===== config.mk =====
export PLATFORM = sky130hd
export DESIGN_NAME = poly_readahead_streamer
export DESIGN_NICKNAME = d
export VERILOG_FILES = /design/src/rtl/psr_pkg.sv /design/src/rtl/psr_sequencer.sv /design/src/rtl/psr_load_ptr.sv /design/src/rtl/psr_writeback.sv /design/src/rtl/poly_readahead_streamer.sv
export SDC_FILE = /design/constraint.sdc
export NUM_CORES = 1
export LEC_CHECK = 0
export BUFFER_PORTS_ARGS = -buffer_cell sky130_fd_sc_hd__buf_2
export CORE_MARGIN = 4
export CORE_UTILIZATION = 43
export CTS_CLUSTER_DIAMETER = 30
export CTS_CLUSTER_SIZE = 10
export DETAILED_ROUTE_END_ITERATION = 8
export PLACE_DENSITY = 0.86
export SYNTH_ARGS = -nofsm -noshare
export SYNTH_HDL_FRONTEND = slang
export SYNTH_SLANG_ARGS = --single-unit

===== constraint.sdc =====
create_clock -name clk -period 1.26 [get_ports clk]
set_input_delay 0.189 -clock clk [delete_from_list [all_inputs] [get_ports clk]]
set_output_delay 0.189 -clock clk [all_outputs]
set_load 0.05 [all_outputs]

===== src/rtl/psr_pkg.sv =====
package psr_pkg;

  // Stage sequencing phases of the streamer.
  typedef enum logic [1:0] {
    PH_IDLE = 2'd0,  // no stage running
    PH_PEND = 2'd1,  // a slot is waiting for the core to become idle
    PH_RUN  = 2'd2   // slot loaded or in flight, awaiting its results
  } psr_phase_e;

endpackage


===== src/rtl/psr_sequencer.sv =====
module psr_sequencer
  import psr_pkg::*;
#(
  parameter int SLOTS_MAX = 8,
  parameter int SLOT_W    = 3,
  parameter int SC_W      = 4
) (
  input  logic              clk,
  input  logic              rst,
  input  logic              start_i,
  input  logic [SC_W-1:0]   slot_cnt_i,
  input  logic              core_ready_i,
  input  logic              core_done_i,
  input  logic              wr_last_i,
  output logic              prime_o,
  output logic [SLOT_W-1:0] slot_o,
  output logic              busy_o,
  output logic              done_o
);

  psr_phase_e          phase_q;
  logic [SLOT_W-1:0]   slot_q;
  logic [SC_W-1:0]     last_q;
  logic                done_q;
  logic                accept;
  logic                at_last;

  assign accept  = start_i && (phase_q == PH_IDLE) && (slot_cnt_i != '0)
                   && (slot_cnt_i <= SC_W'(SLOTS_MAX));
  assign prime_o = (phase_q == PH_PEND) && core_ready_i && !core_done_i;
  assign at_last = (SC_W'(slot_q) == last_q);

  always_ff @(posedge clk) begin
    if (rst) begin
      phase_q <= PH_IDLE;
      slot_q  <= '0;
      last_q  <= '0;
      done_q  <= 1'b0;
    end else begin
      done_q <= 1'b0;
      unique case (phase_q)
        PH_IDLE: begin
          if (accept) begin
            slot_q  <= '0;
            last_q  <= slot_cnt_i - SC_W'(1);
            phase_q <= PH_PEND;
          end
        end
        PH_PEND: begin
          if (prime_o) phase_q <= PH_RUN;
        end
        PH_RUN: begin
          if (wr_last_i) begin
            if (at_last) begin
              phase_q <= PH_IDLE;
              done_q  <= 1'b1;
            end else begin
              slot_q  <= slot_q + SLOT_W'(1);
              phase_q <= PH_PEND;
            end
          end
        end
        default: phase_q <= PH_IDLE;
      endcase
    end
  end

  assign slot_o = slot_q;
  assign busy_o = (phase_q != PH_IDLE);
  assign done_o = done_q;

  AST_DONE_SINGLE: assert property (@(posedge clk) disable iff (rst)
    done_q |=> !done_q);
  AST_SLOT_IN_RANGE: assert property (@(posedge clk) disable iff (rst)
    busy_o |-> (SC_W'(slot_q) <= last_q));
  AST_START_IGNORED_BUSY: assert property (@(posedge clk) disable iff (rst)
    (busy_o && start_i) |=> $stable(last_q));

endmodule


===== src/rtl/psr_load_ptr.sv =====
module psr_load_ptr #(
  parameter int N_COEF = 256,
  parameter int IDX_W  = 8,
  parameter int SLOT_W = 3,
  parameter int ADDR_W = 11
) (
  input  logic              clk,
  input  logic              rst,
  input  logic              prime_i,
  input  logic [SLOT_W-1:0] slot_i,
  output logic              rd_en_o,
  output logic [ADDR_W-1:0] rd_addr_o,
  output logic              valid_o
);

  // Pointer runs from 0 to N_COEF; its top bit marks the end of the load.
  logic [IDX_W:0] ptr_q;
  logic           loading_q;
  logic           valid_q;
  logic           rd_en;

  assign rd_en = loading_q && !ptr_q[IDX_W];

  always_ff @(posedge clk) begin
    if (rst) begin
      ptr_q     <= '0;
      loading_q <= 1'b0;
      valid_q   <= 1'b0;
    end else if (prime_i) begin
      ptr_q     <= '0;
      loading_q <= 1'b1;
      valid_q   <= 1'b0;
    end else if (loading_q) begin
      if (ptr_q[IDX_W]) begin
        loading_q <= 1'b0;
        valid_q   <= 1'b0;
      end else begin
        ptr_q   <= ptr_q + (IDX_W+1)'(1);
        valid_q <= 1'b1;
      end
    end
  end

  assign rd_en_o   = rd_en;
  assign rd_addr_o = {slot_i, ptr_q[IDX_W-1:0]};
  assign valid_o   = valid_q;

  AST_PTR_BOUND: assert property (@(posedge clk) disable iff (rst)
    ptr_q <= (IDX_W+1)'(N_COEF));
  AST_VALID_AFTER_READ: assert property (@(posedge clk) disable iff (rst)
    valid_q |-> $past(rd_en));
  AST_PRIME_VALID_LOW: assert property (@(posedge clk) disable iff (rst)
    prime_i |=> !valid_q);

endmodule


===== src/rtl/psr_writeback.sv =====
module psr_writeback #(
  parameter int N_COEF = 256,
  parameter int IDX_W  = 8,
  parameter int SLOT_W = 3,
  parameter int ADDR_W = 11,
  parameter int COEF_W = 12
) (
  input  logic              clk,
  input  logic              rst,
  input  logic [SLOT_W-1:0] slot_i,
  input  logic              res_valid_i,
  input  logic [COEF_W-1:0] res_data_i,
  output logic              we_o,
  output logic [ADDR_W-1:0] waddr_o,
  output logic [COEF_W-1:0] wdata_o,
  output logic              wr_last_o
);

  logic [IDX_W-1:0]  widx_q;
  logic              we_q;
  logic              last_q;
  logic [ADDR_W-1:0] waddr_q;
  logic [COEF_W-1:0] wdata_q;

  always_ff @(posedge clk) begin
    if (rst) begin
      widx_q <= '0;
      we_q   <= 1'b0;
      last_q <= 1'b0;
    end else begin
      we_q   <= res_valid_i;
      last_q <= res_valid_i && (widx_q == IDX_W'(N_COEF-1));
      if (res_valid_i) widx_q <= widx_q + IDX_W'(1);
    end
  end

  // Data path without reset so it maps onto plain flops.
  always_ff @(posedge clk) begin
    if (res_valid_i) begin
      waddr_q <= {slot_i, widx_q};
      wdata_q <= res_data_i;
    end
  end

  assign we_o      = we_q;
  assign waddr_o   = waddr_q;
  assign wdata_o   = wdata_q;
  assign wr_last_o = last_q;

  AST_WRITE_FOLLOWS_RESULT: assert property (@(posedge clk) disable iff (rst)
    we_q |-> $past(res_valid_i));
  AST_INDEX_WRAP: assert property (@(posedge clk) disable iff (rst)
    (res_valid_i && (widx_q == IDX_W'(N_COEF-1))) |=> (widx_q == '0));

endmodule


===== src/rtl/poly_readahead_streamer.sv =====
module poly_readahead_streamer #(
  parameter int COEF_W = 12,
  parameter int N_COEF = 256,
  parameter int K_MAX  = 4,
  localparam int IDX_W     = $clog2(N_COEF),
  localparam int SLOTS_MAX = 2 * K_MAX,
  localparam int SLOT_W    = $clog2(SLOTS_MAX),
  localparam int SC_W      = $clog2(SLOTS_MAX + 1),
  localparam int ADDR_W    = SLOT_W + IDX_W
) (
  input  logic              clk,
  input  logic              rst,
  input  logic              start_i,
  input  logic [SC_W-1:0]   slot_cnt_i,
  output logic              busy_o,
  output logic              done_o,
  output logic              mem_re_o,
  output logic [ADDR_W-1:0] mem_raddr_o,
  input  logic [COEF_W-1:0] mem_rdata_i,
  output logic              mem_we_o,
  output logic [ADDR_W-1:0] mem_waddr_o,
  output logic [COEF_W-1:0] mem_wdata_o,
  output logic              core_valid_o,
  output logic [COEF_W-1:0] core_data_o,
  input  logic              core_ready_i,
  input  logic              core_ovalid_i,
  input  logic [COEF_W-1:0] core_odata_i,
  input  logic              core_done_i
);

  logic              prime;
  logic              wr_last;
  logic [SLOT_W-1:0] slot;

  psr_sequencer #(
    .SLOTS_MAX(SLOTS_MAX), .SLOT_W(SLOT_W), .SC_W(SC_W)
  ) u_seq (
    .clk(clk), .rst(rst),
    .start_i(start_i), .slot_cnt_i(slot_cnt_i),
    .core_ready_i(core_ready_i), .core_done_i(core_done_i),
    .wr_last_i(wr_last),
    .prime_o(prime), .slot_o(slot),
    .busy_o(busy_o), .done_o(done_o)
  );

  psr_load_ptr #(
    .N_COEF(N_COEF), .IDX_W(IDX_W), .SLOT_W(SLOT_W), .ADDR_W(ADDR_W)
  ) u_load (
    .clk(clk), .rst(rst),
    .prime_i(prime), .slot_i(slot),
    .rd_en_o(mem_re_o), .rd_addr_o(mem_raddr_o),
    .valid_o(core_valid_o)
  );

  psr_writeback #(
    .N_COEF(N_COEF), .IDX_W(IDX_W), .SLOT_W(SLOT_W),
    .ADDR_W(ADDR_W), .COEF_W(COEF_W)
  ) u_wb (
    .clk(clk), .rst(rst),
    .slot_i(slot),
    .res_valid_i(core_ovalid_i), .res_data_i(core_odata_i),
    .we_o(mem_we_o), .waddr_o(mem_waddr_o), .wdata_o(mem_wdata_o),
    .wr_last_o(wr_last)
  );

  // The memory output register already aligns data with the delayed valid.
  assign core_data_o = mem_rdata_i;

endmodule


* Word-level counts from Yosys, hierarchy flattened
Cells that the tools add are included.
** Cells by class
- $lt $le $gt $ge :: 1
- Reduce and logical (&&, ||, !) cells :: 19
- Mux-type cells :: 14
- Equality and inequality tests :: 8
- Bitwise logic cells :: 3
- $add $sub $neg :: 4
** Operator list (count)
- adder 9 x 1 -> 9 bit, second input constant :: 1
- two-way mux 3 bit :: 3
- two-way mux 9 bit :: 1
- adder 8 x 1 -> 8 bit, second input constant :: 1
- equality test 8 bit, second input constant :: 1
- logical AND 1 bit :: 7
- two-way mux 2 bit :: 3
- case mux 2 bit (3 select lines) :: 1
- case mux 3 bit (2 select lines) :: 1
- two-way mux 1 bit :: 5
- equality test 3 x 4 -> 1 bit :: 1
- <= comparator 4 bit, second input constant :: 1
- inequality test 2 x 1 -> 1 bit, second input constant :: 2
- inequality test 2 bit, second input constant :: 2
- AND reduction 2 bit :: 2
- AND reduction 4 bit :: 1
- nonzero test 2 bit :: 2
- nonzero test 4 bit :: 1
- subtractor 4 x 1 -> 4 bit, second input constant :: 1
- adder 3 x 1 -> 3 bit, second input constant :: 1
- inverter 1 bit :: 3
- AND reduction 3 bit :: 1
- OR reduction 3 bit :: 1
- equality test 2 x 1 -> 1 bit, second input constant :: 1
- 4 further kinds :: 5
** Storage, ports and cells
- Bits of input ports :: 34
- Output and inout port bits :: 51
- Word-level logic and storage cells :: 62
- Flip-flop bits (word level) :: 54

* Logic depth before layout (Yosys ltp)
- Depth in word-level cells :: 6
- Mapped depth :: 6
- Gate-level depth less buffers :: 6

* Cells and area by module
Synthesis repeated with hierarchy kept, for this count alone.
** Second synthesis, totals
- Cell total of the unflattened synthesis :: 201
- Area, all modules :: 2269.7 sq um
** By module, submodules not included
- psr_writeback :: cells each 65, times used 1, seq. area each 890.9 sq um, area each 1094.8 sq um
- psr_load_ptr :: cells each 64, times used 1, seq. area each 220.2 sq um, area each 553.0 sq um
- psr_sequencer :: cells each 60, times used 1, seq. area each 200.2 sq um, area each 531.8 sq um
- poly_readahead_streamer :: cells each 12, times used 1, seq. area each 0.0 sq um, area each 90.1 sq um

* Worst setup path before layout
OpenSTA, ideal clock, no wires.
- Path type :: register -> register
- Start point :: register u_seq.slot_q[2], in the netlist u_seq.slot_o[2]
- End point :: register u_seq.slot_q[2], in the netlist u_seq.slot_o[2]
- Library setup time :: 0.071 ns
- Arrival time :: 1.656 ns
- Data required time :: 1.189 ns
- Buffers on the path :: 0
- Period minus slack after synthesis :: 1.726 ns
- Cell stages (with the launch flop) :: 5
- Slack :: -0.466 ns
- Cells stage by stage :: dfxtp_1 > xor2_1 > o41ai_4 > o221ai_1 > a21oi_1
** On the way
- Cells in the longest elaborated chain, start to end :: 4
- Elaborated cells on any way between the ends :: 7
- Classes of those cells :: 1 x add/sub; 2 x eq/ne; 3 x mux; 1 x reduce/logical
** RTL lines
- start, declared :: line psr_sequencer.sv:22 : logic [SLOT_W-1:0] slot_q;
- start signal, assigned :: line psr_sequencer.sv:58 : slot_q <= slot_q + SLOT_W'(1);
- adder 3 x 1 -> 3 bit :: line psr_sequencer.sv:58
- two-way mux 3 bit :: line psr_sequencer.sv:54 : if (at_last) begin
- two-way mux 3 bit :: line psr_sequencer.sv:53 : if (wr_last_i) begin
- case mux 3 bit (2 select lines) :: line psr_sequencer.sv:41 : unique case (phase_q)
Several ways; a longest one is shown, not always the timed one. The select of a mux whose other input is x is not followed.
A chain may end at the register's enable or synchronous reset.

* Final worst setup path
- Start point :: register u_seq.phase_q[0]
- End point :: register u_seq.slot_q[2], in the netlist u_seq.slot_o[2]
** On the way
- Cells in the longest elaborated chain, start to end :: 6
- Elaborated cells on any way between the ends :: 11
- Classes of those cells :: 4 x eq/ne; 1 x mux; 6 x reduce/logical
** RTL lines
- start, declared :: line psr_sequencer.sv:21 : psr_phase_e phase_q;
- start signal, assigned :: line psr_sequencer.sv:35 : phase_q <= PH_IDLE;
- start signal, assigned :: line psr_sequencer.sv:46 : phase_q <= PH_PEND;
- start signal, assigned :: line psr_sequencer.sv:50 : if (prime_o) phase_q <= PH_RUN;
- zero test 2 bit :: line psr_sequencer.sv:28, psr_sequencer.sv:41
- logical AND 1 bit (2 in series) :: line psr_sequencer.sv:28 : assign accept = start_i && (phase_q == PH_IDLE) && (slot_cnt_i != '0)
- logical AND 1 bit :: line psr_sequencer.sv:29 : && (slot_cnt_i <= SC_W'(SLOTS_MAX));
- inequality test 2 x 1 -> 1 bit (no line)
- AND reduction 4 bit (no line)
Several ways; a longest one is shown, not always the timed one.

==> impl_results.md <==
- Number of setup violations in the final report: 5
- Post-synth top area share: 31.3%
- Die X: 79.6 um
- Post-synth top area cell: sky130_fd_sc_hd__edfxtp_1
- Required time worst endpoint: 1490 ps
- Fraction of layout cells with a size suffix above 1: around 47%
- Number of flops mapped to enable cells by yosys: 23
- Clock tree from TritonCTS: built
- Final Hold Fails: 0
- Critical path startpoint: u_seq.phase_q[0]
- Latest clock arrival within the worst-skew pair: between 300 and 400 ps
- Total area of multi-input combinational cells: 807 um^2
- Clock sink count: 54
- CP Capture Type: register
- Startpoint of the worst-slack reg-to-reg timing path: u_seq.phase_q[0]
- Initial DRC count: about 120
- Register bit count reported by yosys: between 50 and 60
- Slew at the pin closest to its max-slew limit: around 300 ps
- Number of nets with antenna violations after detailed routing: 0
- Worst Setup Slack, final: -181 ps
- Diodes inserted: 0
- Area taken by flip-flops and latches: roughly 1300 um^2
- Sequential cell area fraction in the yosys report: 59.5%
- Average instance area after synthesis: 11.4 um^2
- Vias: between 1,500 and 2,000
- Per-cell via count in the routed design: between 5 and 6
- Number of clock buffers inserted by TritonCTS: 5
- Source of the worst hold timing path: core_odata_i[2]
- Maximum clock path buffer count: 2
- Synth-to-layout area growth: 30.5%
- Worst voltage drop across the vdd grid: 640 uV
- Standard-cell rows: 25
- XOR/XNOR Fraction of Synth Area: 6.76%
- Dpl ws: -290 ps
- Initial standard-cell utilization of the core: a little under half
- Worst endpoint data arrival time: 1670 ps
- Portion of netlist area occupied by mux cells: 0.454%
- Post-synthesis cell area: roughly 2200 um^2
- Setup slack of the worst register-to-register path: -180 ps
- DIE AREA: between 6000 and 7000 um^2
- HPWL reported at the end of detailed placement: between 3 and 4 mm
- Core Util, Final: a little under 60%
- Area of the core: just under 5000 um^2
- Buffers added on ports: 60
- Height of the chip: 79.6 um
- Worst-case headroom to the max-slew limit: 80.4%
- Routed wire length per instance: 14.9 um
- Clock-pin slew of the registers on the worst-case setup and hold paths: ~100 ps
- Post-synthesis compound-gate area fraction: under 10%
- Clock Root Buffer: sky130_fd_sc_hd__clkbuf_8
- Outcome: complete, but fails checks
- Number of synthesis warnings: 0
- Fraction of synthesis flops using an asynchronous set or reset pin: 0%
- Worst setup path class: register to register
- Area share of and/or/nand/nor cells after synthesis: ~14%
- Synthesized instance count: approximately 190
- Fillers: between 300 and 400
- Fraction of the cycle the final worst path needs: 114%
- Min Clock Period, post-route: about 1400 ps
- First drt pass iteration count: 4
- Count of hold-fix buffers inserted at cts: 0
- Via count of the first global-routing pass: 1,569
- Power density over the cells: 1190 nW/um^2
- Total nets after synthesis: 231
- Layout net count: 299
- Leakage power: ~1.2 nW
- Final weighted congestion of routability-driven global placement: approximately 0.78
- Max-Cap Viols: 0
- Failing checks: negative setup slack
- Kind of launch point of the worst setup path: register
- Ports placed on the boundary: 85
- Maximum level of the CTS H-tree: 2
- Wire length of the first global-routing pass: ~7.1 mm
- Unrepaired setup endpoints after global routing: yes
- Synth cell types: 34
- Max-slew violation total from the final report: 0
- Residual DRC count: 0
- Main combinational cell family by area after synthesis: simple AND/OR/NAND/NOR gates
- Total Routed Length: 4.90 mm
- Final hold slack: ~48 ps
- Leading cell types by total area after synthesis: sky130_fd_sc_hd__edfxtp_1 (31%), sky130_fd_sc_hd__dfxtp_1 (28%), sky130_fd_sc_hd__buf_4 (6.8%)
- Min-delay worst type: input pin to register
- Largest net degree at the start of global routing: 26
- Post-route clock skew: approximately 8.5 ps
- Highest-count cells in the layout ignoring fill and taps: sky130_fd_sc_hd__buf_2 (53), sky130_fd_sc_hd__buf_4 (26), sky130_fd_sc_hd__edfxtp_1 (23)
- Number of antenna violations at the first check in global routing: 0
- Congestion Overflow GR: 0
- Prevailing post-synth register cell: sky130_fd_sc_hd__dfxtp_1
- Global-route usage over all layers: 14.4%
- Commonest non-fill, non-tap cell in the layout: sky130_fd_sc_hd__buf_2
- Maximum clock frequency: between 0.6 and 0.7 GHz
- Maximum fanout along the worst path: 6
- Adder and majority cell fraction of the synthesized area: 2.27%
[kinds of logic after synthesis]
family          after synthesis
simple gates                 59
flops                        54
buf+inv                      30
compound gates               28
xor+xnor                     17
fa+ha+maj                     4
mux                           1
[cell type report]
class | count | share of cell area, %
Multi-Input combinational cell | 109 | 28.1
Tap cell | 67 | 2.92
Clock buffer | 5 | 2.39
Sequential cell | 54 | 46.5
Timing Repair Buffer | 85 | 18.5
Clock inverter | 3 | 0.696
Inverter | 6 | 0.914
[synth_stat cells (2+ instances only)]
cell,instances
sky130_fd_sc_hd__xor2_1,10
sky130_fd_sc_hd__nand2b_1,4
sky130_fd_sc_hd__nand2_1,9
sky130_fd_sc_hd__edfxtp_1,23
sky130_fd_sc_hd__o21ai_0,5
sky130_fd_sc_hd__nor2b_1,3
sky130_fd_sc_hd__buf_4,20
sky130_fd_sc_hd__or3_1,5
sky130_fd_sc_hd__nand4_1,7
sky130_fd_sc_hd__nand3_1,4
sky130_fd_sc_hd__clkbuf_1,2
sky130_fd_sc_hd__nor3_1,3
sky130_fd_sc_hd__xnor2_1,7
sky130_fd_sc_hd__ha_1,4
sky130_fd_sc_hd__nor2_1,16
sky130_fd_sc_hd__a211oi_1,4
sky130_fd_sc_hd__a21oi_1,13
sky130_fd_sc_hd__dfxtp_1,31
sky130_fd_sc_hd__and3_1,2
sky130_fd_sc_hd__inv_1,6
sky130_fd_sc_hd__o2111ai_1,2
[final timing paths]
check,end,cells after the start
setup / recovery,u_seq.slot_o[2],5
hold / removal,u_wb.wdata_o[2],1
setup reg to reg,u_seq.slot_o[2],5
hold reg to reg,u_wb.waddr_o[1],0
[power breakdown]
| part | total (mW) | internal [mW] | switching, mW |
|---|---|---|---|
| sequential | 1.94 | 1.89 | 0.0428 |
| clock | 0.951 | 0.392 | 0.559 |
| combinational | 0.523 | 0.171 | 0.351 |
| total | 3.41 | 2.46 | 0.953 |
[critical path, stage by stage, from the launching register on]
cell	delay, ps
sky130_fd_sc_hd__dfxtp_2	350
sky130_fd_sc_hd__and3b_2	290
sky130_fd_sc_hd__o41ai_4	80
sky130_fd_sc_hd__buf_4	160
sky130_fd_sc_hd__or3_1	330
sky130_fd_sc_hd__a21oi_1	150
[sequential cells by signal, summed over array words and instances, names as in the netlist]
signal	count
u_load.loading_q	1
u_load.ptr_q	9
u_load.valid_o	1
u_seq.done_o	1
u_seq.last_q	4
u_seq.phase_q	2
u_seq.slot_o	3
u_wb.waddr_o	11
u_wb.wdata_o	12
u_wb.we_o	1
u_wb.widx_q	8
u_wb.wr_last_o	1
[what timing repair did]
action	CTS	global route
endpoints found under the setup margin	19	23
gates resized for setup	24	17
pin swaps	4	4
setup buffers	4	4
[layer usage]
metal	vias to the layer above	global-route usage [%]	wire, um
met5	-	0	0
met4	0	5.67	74
met2	73	25.2	2540
met3	11	4.40	383
li1	794	-	-
met1	784	16.2	1900
[per-stage QoR]
stage / cell area [um^2] / setup TNS [ps] / power [mW] / instances
floorplan: 2250 / -459 / 2.38 / 193
global placement: 2600 / -1550 / 2.42 / 313
detailed placement: 2600 / -2240 / 2.44 / 313
CTS: 2800 / -227 / 3.40 / 325
global route: 2880 / -648 / 3.56 / 329
finish: 2880 / -435 / 3.41 / 329
Power figures use the tool's default switching activity.
